===== src/rtl/pbc_pkg.sv =====
// Package for the playback DMA byte counter.
// It holds the run-state encoding and a helper that sizes the counter width.
package pbc_pkg;

    typedef enum logic {
        RUN_IDLE   = 1'b0,
        RUN_ACTIVE = 1'b1
    } run_state_e;

    // Width of a byte count: base width plus the largest shift.
    function automatic int lim_width(input int base_w, input int shift_w);
        return base_w + (1 << shift_w) - 1;
    endfunction

endpackage


===== src/rtl/pbc_run_gate.sv =====
// Run gate: holds the idle/active state and drives the DMA request.
// A start clears the byte count through the start output.
// Assumes all control inputs are synchronous to clk.
module pbc_run_gate
    import pbc_pkg::*;
(
    input  logic clk,
    input  logic rst_n,
    input  logic play_en,
    input  logic pio_mode,
    input  logic cfg_err,
    input  logic fifo_full,
    input  logic limit_zero,
    output logic start,
    output logic running,
    output logic dma_req
);

    run_state_e state_q;

    // Start condition: idle, enabled, not programmed-I/O, configuration valid.
    always_comb start = (state_q == RUN_IDLE) && play_en && !pio_mode && !cfg_err;

    // State register: enter a run on start, leave on disable or config error.
    always_ff @(posedge clk) begin
        if (!rst_n) begin
            state_q <= RUN_IDLE;
        end else begin
            case (state_q)
                RUN_IDLE:   if (start) state_q <= RUN_ACTIVE;
                RUN_ACTIVE: if (!play_en || cfg_err) state_q <= RUN_IDLE;
                default:    state_q <= RUN_IDLE;
            endcase
        end
    end

    // Request: active run, not blocked by an error, back-pressure or a zero limit.
    always_comb begin
        running = (state_q == RUN_ACTIVE);
        dma_req = running && !cfg_err && !fifo_full && !limit_zero;
    end

endmodule


===== src/rtl/pbc_tally.sv =====
// Byte tally: counts accepted bytes against base_count << frame_shift.
// Gives the remaining-byte limit and a hit flag on the final byte.
// Assumes base_count and frame_shift are held steady during a run.
module pbc_tally #(
    parameter int BASE_W  = 16,
    parameter int SHIFT_W = 2,
    parameter int LIM_W   = pbc_pkg::lim_width(BASE_W, SHIFT_W)
) (
    input  logic               clk,
    input  logic               rst_n,
    input  logic               clear,
    input  logic               count_en,
    input  logic               irq_en,
    input  logic [BASE_W-1:0]  base_count,
    input  logic [SHIFT_W-1:0] frame_shift,
    output logic               hit,
    output logic               limit_zero,
    output logic [LIM_W-1:0]   limit
);

    localparam int PAD_W = LIM_W - BASE_W;

    logic [LIM_W-1:0] count_q;
    logic [LIM_W-1:0] terminal;
    logic [LIM_W-1:0] remain;
    logic             inc;

    // Terminal byte count, remaining bytes and the limit shown to the DMA engine.
    always_comb begin
        terminal   = {{PAD_W{1'b0}}, base_count} << frame_shift;
        remain     = terminal - count_q;
        inc        = count_en && irq_en && (remain != '0);
        hit        = inc && (remain == LIM_W'(1));
        limit_zero = irq_en && (remain == '0);
        limit      = irq_en ? remain : '1;
    end

    // Counter: cleared on start and on a terminal hit, otherwise steps once per counted byte.
    always_ff @(posedge clk) begin
        if (!rst_n || clear || hit) begin
            count_q <= '0;
        end else if (inc) begin
            count_q <= count_q + LIM_W'(1);
        end
    end

endmodule


===== src/rtl/pbc_irq_latch.sv =====
// Interrupt latch: holds irq from a terminal hit until it is cleared.
// Also gives one-cycle set strobes for the two status flags.
// A hit wins over a clear on the same edge.
module pbc_irq_latch (
    input  logic clk,
    input  logic rst_n,
    input  logic hit,
    input  logic irq_clear,
    output logic irq,
    output logic set_int,
    output logic set_pi
);

    // Held interrupt, with the hit taking priority over the clear.
    always_ff @(posedge clk) begin
        if (!rst_n) begin
            irq <= 1'b0;
        end else if (hit) begin
            irq <= 1'b1;
        end else if (irq_clear) begin
            irq <= 1'b0;
        end
    end

    // Status set strobes: high for the cycle after a hit.
    always_ff @(posedge clk) begin
        if (!rst_n) begin
            set_int <= 1'b0;
            set_pi  <= 1'b0;
        end else begin
            set_int <= hit;
            set_pi  <= hit;
        end
    end

endmodule


===== src/rtl/playback_dma_counter.sv =====
// Playback DMA byte counter top.
// Ties together the run gate, the byte tally and the interrupt latch.
// Assumes byte_ack is asserted only while dma_req is, or is otherwise safe to ignore.
module playback_dma_counter #(
    parameter int BASE_W  = 16,
    parameter int SHIFT_W = 2,
    parameter int LIM_W   = pbc_pkg::lim_width(BASE_W, SHIFT_W)
) (
    input  logic               clk,
    input  logic               rst_n,
    input  logic               play_en,
    input  logic               pio_mode,
    input  logic               irq_en,
    input  logic [BASE_W-1:0]  base_count,
    input  logic [SHIFT_W-1:0] frame_shift,
    input  logic               byte_ack,
    input  logic               fifo_full,
    input  logic               cfg_err,
    input  logic               irq_clear,
    output logic               dma_req,
    output logic [LIM_W-1:0]   burst_limit,
    output logic               irq,
    output logic               set_int,
    output logic               set_pi
);

    logic start;
    logic running;
    logic limit_zero;
    logic hit;
    logic count_en;

    // Bytes are counted only during an active run.
    always_comb count_en = running && byte_ack;

    pbc_run_gate i_gate (
        .clk        (clk),
        .rst_n      (rst_n),
        .play_en    (play_en),
        .pio_mode   (pio_mode),
        .cfg_err    (cfg_err),
        .fifo_full  (fifo_full),
        .limit_zero (limit_zero),
        .start      (start),
        .running    (running),
        .dma_req    (dma_req)
    );

    pbc_tally #(
        .BASE_W  (BASE_W),
        .SHIFT_W (SHIFT_W),
        .LIM_W   (LIM_W)
    ) i_tally (
        .clk         (clk),
        .rst_n       (rst_n),
        .clear       (start),
        .count_en    (count_en),
        .irq_en      (irq_en),
        .base_count  (base_count),
        .frame_shift (frame_shift),
        .hit         (hit),
        .limit_zero  (limit_zero),
        .limit       (burst_limit)
    );

    pbc_irq_latch i_irq (
        .clk       (clk),
        .rst_n     (rst_n),
        .hit       (hit),
        .irq_clear (irq_clear),
        .irq       (irq),
        .set_int   (set_int),
        .set_pi    (set_pi)
    );

endmodule


===== config.mk =====
export PLATFORM = sky130hd
export DESIGN_NAME = playback_dma_counter
export DESIGN_NICKNAME = d
export VERILOG_FILES = /design/src/rtl/pbc_pkg.sv /design/src/rtl/pbc_run_gate.sv /design/src/rtl/pbc_tally.sv /design/src/rtl/pbc_irq_latch.sv /design/src/rtl/playback_dma_counter.sv
export SDC_FILE = /design/constraint.sdc
export NUM_CORES = 1
export LEC_CHECK = 0
export BUFFER_PORTS_ARGS = -buffer_cell sky130_fd_sc_hd__buf_2
export CAP_MARGIN = 0
export CELL_PAD_IN_SITES_DETAIL_PLACEMENT = 0
export CELL_PAD_IN_SITES_GLOBAL_PLACEMENT = 2
export CORE_MARGIN = 2
export CORE_UTILIZATION = 35
export DETAILED_ROUTE_END_ITERATION = 7
export PLACE_DENSITY_LB_ADDON = 0.1
export SYNTH_ARGS = -nofsm -noshare
export SYNTH_HDL_FRONTEND = slang
export SYNTH_HIERARCHICAL = 1
export SYNTH_SLANG_ARGS = --single-unit

===== constraint.sdc =====
create_clock -name clk -period 11 [get_ports clk]
set_input_delay 2.2 -clock clk [delete_from_list [all_inputs] [get_ports clk]]
set_output_delay 2.2 -clock clk [all_outputs]
set_load 0.02 [all_outputs]

==> results of run 1 <==
## layer usage
layer  global-route usage  vias to the layer above  part of all wire
met1                0.306                     1398              0.50
met5                    0                        -                 0
li1                     -                     1490                 -
met3               0.0111                        2             0.038
met2                0.314                       56              0.46
met4               0.0350                        0            0.0036
## where the power goes
part | switching [W] | internal [W] | leakage, nW
combinational | 0.0000875 | 0.0000522 | 1.04
clock | 0.0000283 | 0.0000319 | 0.0288
sequential | 0.000000170 | 0.0000797 | 0.177
total | 0.000116 | 0.000164 | 1.24
## kinds of logic after synthesis
group / after synthesis
AOI/OAI and AO/OA: 98
and+or+nand+nor: 160
muxes: 22
adders and majority gates: 22
buffers and inverters: 50
xor gates and xnor gates: 12
DFF: 22
## through the flow
stage	std cells	hold WS, ps	instance area [um^2]	utilization
finish	523	490	3230	0.397
global route	523	520	3230	0.397
CTS	523	498	3230	0.397
detailed placement	519	486	3170	0.390
global placement	519	469	3170	0.390
floorplan	386	461	2900	-
## cell type report
cell class	count	area (um^2)	area share
repair buffers	50	253	0.0783
clock buffers	4	55.1	0.0170
inverters	28	105	0.0325
multi-input cells	314	2240	0.695
flip-flops and latches	22	440	0.136
well taps	105	131	0.0407
## cell usage after synthesis, types with 9 or more instances
cell,number,area (um^2)
o21ai_1,10,50.1
ha_1,21,263
o21ai_0,9,45.0
or3_1,9,56.3
a21oi_1,34,170
nor2_1,24,90.1
nand4b_1,9,78.8
nand3_1,18,90.1
dfxtp_1,22,440
inv_1,27,101
mux2i_1,14,140
clkbuf_1,13,48.8
o2111ai_1,11,96.3
nand2_1,46,173
## worst max-delay path: stages
cell and delay (ps):
buf_2 440, mux4_2 570, ha_1 380, and3_1 250, a221oi_4 390, a2111oi_1 180, or4b_1 530, o211ai_1 150
nand2_2 140, or2_1 280, nor4_1 400, nor4_2 90, buf_2 170
## sequential cells by signal, indices dropped and copies added, names as in the netlist
name,cells
i_irq/irq,1
i_irq/set_pi,1
i_tally/count_q,19
i_gate/running,1
## worst max path at each step
stage / endpoint / cells past startpoint / startpoint
6_report: dma_req / 13 / frame_shift[0]
4_1_cts: dma_req / 13 / frame_shift[0]
5_1_grt: dma_req / 14 / frame_shift[0]
2_1_floorplan: dma_req / 15 / frame_shift[0]
3_5_place_dp: dma_req / 13 / frame_shift[0]
3_3_place_gp: dma_req / 13 / frame_shift[0]
==> impl_metrics.csv, run 1 <==
group,metric,value,unit
grt,overflow,0,
hold_path,min_from,"i_tally/count_q[3]",
setup_path,regToRegEndpoint,"i_tally/count_q[5]",
final_layout,area_delta_synth_final,11.3,%
pwr,powerDensity,86.6,mW/mm^2
setup_path,r2r_cells,12,
route,via_per_inst,5.63,
synthesis,async_flop_share,0,
synthesis,ys_seq_area_frac,0.152,
pwr,worst_ir_drop_vdd,0.0000524,V
synthesis,dominantRegCellSynth,"dfxtp_1",
grt,grt_pass1_vias,2724,
timing,tightest_slew,1210,ps
synthesis,yosysWarnings,6,
synthesis,synth-compound-area-share,0.228,
run_status,status,"completed",
timing,period_minus_slack,8390,ps
placement,dp_slack,2600,ps
synthesis,synth_cell_types,61,
grt,grt_max_degree,28,
synthesis,synth_top_family_by_area,"simple AND/OR/NAND/NOR gates",
setup_path,cp.arrival,6190,ps
hold_path,hold_class,"register to register",
clock_network,cts_resized,0,
final_layout,layout-drive-gt1-share,0.172,
placement,gp_congestion,0.870,
clock_network,cts_tree,"done",
clock_network,cts_sinks,22,
floorplanning,die-area,0.00903,mm^2
synthesis,synth_xor_xnor_area_share,0.0362,
clock_network,cts_made_buffers,3,
hold_path,min_to,"i_tally/count_q[3]",
final_layout,layout.cells.most_common,"buf_2",
timing,setup_viol,0,
grt,grtUsageTotal,0.200,
clock_network,clock_latency,260,ps
setup_path,critical_path_required,8800,ps
synthesis,synthSimpleGateAreaFrac,0.305,
floorplanning,die_y,95.1,um
floorplanning,start_util,0.357,
route,num_vias,2946,
floorplanning,dieWidth,95.1,um
clock_network,holdBufCountCts,0,
final_layout,nets,468,
clock_network,postCtsSetupBuffers,0,
floorplanning,io_pins,50,
final_layout,n_fill_cell,902,
timing,rsz0062_at_grt,"no",
synthesis,synthMuxAreaShare,0.107,
hold_path,worstHoldPathCells,2,
final_layout,n_antenna_cell,0,
floorplanning,core,0.00813,mm^2
synthesis,synth_area,0.00290,mm^2
clock_network,clk_pin_slew,90,ps
setup_path,regToRegSetupSlack,6700,ps
job,drv_cap,0,
timing,slew-limit-headroom,0.183,
clock_network,cts-root-buf,"clkbuf_8",
synthesis,syn_inst,386,
final_layout,final_cell_mix,"buf_2 (49), nand2_1 (46), a21oi_1 (34)",
grt,grt_pass1_wl,14.2,mm
setup_path,critPathLaunchType,"input pin",
route,post-route-drc-count,0,
route,wl_per_cell,16.9,um
setup_path,path_class,"input pin to output port",
timing,report.final.slew_viol_count,0,
timing,period_share,0.763,
placement,place.detailed.hpwl,7.13,mm
timing,fin_tns_setup,0,ps
placement,port_buffers,49,
route,drt_iter0_markers,104,
setup_path,crit_fanout,23,
timing,skew,2.89,ps
timing,setup_slack,2610,ps
synthesis,avgSynthCellArea,7.52,um^2
route,wirelength,8.84,mm
synthesis,synth_fa_ha_area_frac,0.0975,
clock_network,htree_levels,1,
grt,antenna_found_initial,0,
floorplanning,floorplan.rows,33,
route,drtAntennaViolNets,0,
timing,finalHoldViolCount,0,
synthesis,synth_nets,435,
pwr,power.total,0.000280,W
synthesis,synth-edff-count,0,
timing,timing.fmax,119,MHz
setup_path,timing.rr.start,"i_tally/count_q[0]",
synthesis,ys_ff_latch,22,
route,dr.pass1.iters,4,
pwr,p_leak,1.24,nW
clock_network,ctsLongestPathBuffers,2,
setup_path,endpoint_kind,"output port",
(Power assumes the default switching activity.)
==> run 2: changes to the inputs <==
--- a/config.mk
+++ b/config.mk
@@ -10,7 +10,7 @@
 export CELL_PAD_IN_SITES_DETAIL_PLACEMENT = 0
 export CELL_PAD_IN_SITES_GLOBAL_PLACEMENT = 2
 export CORE_MARGIN = 2
-export CORE_UTILIZATION = 35
+export CORE_UTILIZATION = 33
 export DETAILED_ROUTE_END_ITERATION = 7
 export PLACE_DENSITY_LB_ADDON = 0.1
 export SYNTH_ARGS = -nofsm -noshare
==> constraint.sdc (replaced) <==
create_clock -name clk -period 8.4 [get_ports clk]
set_input_delay 1.68 -clock clk [delete_from_list [all_inputs] [get_ports clk]]
set_output_delay 1.68 -clock clk [all_outputs]
set_load 0.02 [all_outputs]
==> run 2 against run 1 <==
Sequential share of layout area is 0.12 points lower. Largest cell class unchanged. Sequential cell count stayed put. Critical path depth unchanged.
==> impl_metrics.csv, run 2 (same netlist as run 1, synthesis figures left out) <==
group,metric,value,unit
setup_path,crit_fanout,23,
setup_path,path_class,"input pin to output port",
timing,slew-limit-headroom,0.253,
floorplanning,io_pins,50,
floorplanning,floorplan.rows,34,
route,via_per_inst,5.62,
setup_path,regToRegEndpoint,"i_tally/count_q[4]",
timing,fin_tns_setup,0,ps
pwr,p_leak,1.25,nW
clock_network,holdBufCountCts,0,
timing,period_share,0.879,
grt,grtUsageTotal,0.187,
setup_path,r2r_cells,12,
placement,placed_cell_area,0.00319,mm^2
final_layout,fin_area,0.00326,mm^2
route,num_vias,2961,
timing,rsz0062_at_grt,"no",
grt,grt_pass1_wl,14.8,mm
final_layout,final_cell_mix,"buf_2 (49), nand2_1 (46), a21oi_1 (34)",
timing,setup_viol,0,
clock_network,cts_made_buffers,3,
floorplanning,start_util,0.336,
run_status,status,"completed",
route,post-route-drc-count,0,
setup_path,regToRegSetupSlack,4460,ps
clock_network,clk_pin_slew,90,ps
grt,grt_max_degree,28,
clock_network,cts_tree,"done",
final_layout,layout.cells.most_common,"buf_2",
clock_network,cts_resized,0,
route,dr.pass1.iters,4,
placement,gp_congestion,0.847,
clock_network,ctsLongestPathBuffers,2,
final_layout,largest_reg_flops,19,
setup_path,crit_path_start,"frame_shift[0]",
setup_path,critPathLaunchType,"input pin",
clock_network,cts_sinks,22,
timing,report.final.slew_viol_count,0,
pwr,worst_ir_drop_vdd,0.0000646,V
route,drt_iter0_markers,68,
floorplanning,dieWidth,97.8,um
setup_path,crit_path_end,"dma_req",
grt,antenna_found_initial,0,
clock_network,htree_levels,1,
timing,tightest_slew,1110,ps
job,drv_cap,0,
clock_network,postCtsSetupBuffers,0,
placement,place.detailed.hpwl,7.19,mm
setup_path,timing.rr.start,"i_tally/count_q[0]",
timing,period_minus_slack,7380,ps
final_layout,area_delta_synth_final,12.2,%
final_layout,layout-drive-gt1-share,0.174,
clock_network,clock_latency,270,ps
timing,skew,3.99,ps
setup_path,cp.arrival,5700,ps
hold_path,hold_class,"register to register",
grt,overflow,0,
floorplanning,die-area,0.00956,mm^2
grt,grt_pass1_vias,2872,
floorplanning,die_y,97.8,um
setup_path,endpoint_kind,"output port",
route,wl_per_cell,16.8,um
route,wirelength,8.87,mm
final_layout,n_antenna_cell,0,
timing,finalHoldViolCount,0,
route,drtAntennaViolNets,0,
timing,timing.fmax,135,MHz
pwr,powerDensity,119,mW/mm^2
clock_network,cts-root-buf,"clkbuf_8",
floorplanning,core,0.00864,mm^2
final_layout,top_register,"i_tally/count_q",
placement,port_buffers,49,
final_layout,nets,469,
setup_path,critical_path_required,6720,ps
run 2: worst max-delay path: stages:
cell and delay, ps:
buf_2 490, mux4_2 580, ha_1 390, and3_1 250, a221oi_4 380, a2111oi_1 180
or4b_1 530, o211ai_1 160, nand2_2 150, or2_1 270, nor4_1 380, nor4_2 80
buf_2 170
run 2: layout make-up:
class                      count  area (um^2)
multi-input combinational    314         2240
tap                          108          135
clock buffer                   3         41.3
sequential                    22          440
inverter                      28          105
clock inverter                 1         30.0
timing repair buffer          51          260
fill                         958         5380
run 2: metrics by stage:
| stage | total power (W) | hold WS [ps] | utilization | instances | setup WS (ps) |
|---|---|---|---|---|---|
| after floorplan | 0.000237 | 461 | - | 386 | 1120 |
| after global placement | 0.000290 | 471 | 0.369 | 523 | 1080 |
| after detailed placement | 0.000288 | 488 | 0.369 | 523 | 1010 |
| after CTS | 0.000391 | 502 | 0.377 | 527 | 1000 |
| after global routing | 0.000414 | 525 | 0.377 | 527 | 700 |
| final | 0.000387 | 495 | 0.377 | 527 | 1020 |
run 2: how the worst min path moves through the flow:
| stage | start | to | slack (ps) | cells past startpoint |
|---|---|---|---|---|
| 6_report | i_tally/count_q[3] | i_tally/count_q[3] | 500 | 2 |
| 5_1_grt | i_gate/running | i_gate/running | 530 | 2 |
| 4_1_cts | i_tally/count_q[3] | i_tally/count_q[3] | 500 | 2 |
| 3_5_place_dp | i_gate/running | i_gate/running | 490 | 2 |
| 3_3_place_gp | i_tally/count_q[3] | i_tally/count_q[3] | 470 | 2 |
| 2_1_floorplan | i_tally/count_q[18] | i_tally/count_q[18] | 460 | 2 |
run 2: power by group:
group	total, W	switching [W]	internal [W]
logic	0.000181	0.000113	0.0000686
registers	0.000105	0.000000229	0.000104
clock network	0.000101	0.0000378	0.0000637
total	0.000387	0.000151	0.000237
run 2: metal layers:
| metal | vias up | part of all wire | track usage | routed length (um) |
|---|---|---|---|---|
| met2 | 69 | 0.45 | 0.300 | 4010 |
| met3 | 6 | 0.037 | 0.0236 | 327 |
| met4 | 0 | 0.0079 | 0.0385 | 70 |
| li1 | 1499 | - | - | - |
| met5 | - | 0 | 0 | 0 |
| met1 | 1387 | 0.50 | 0.271 | 4460 |
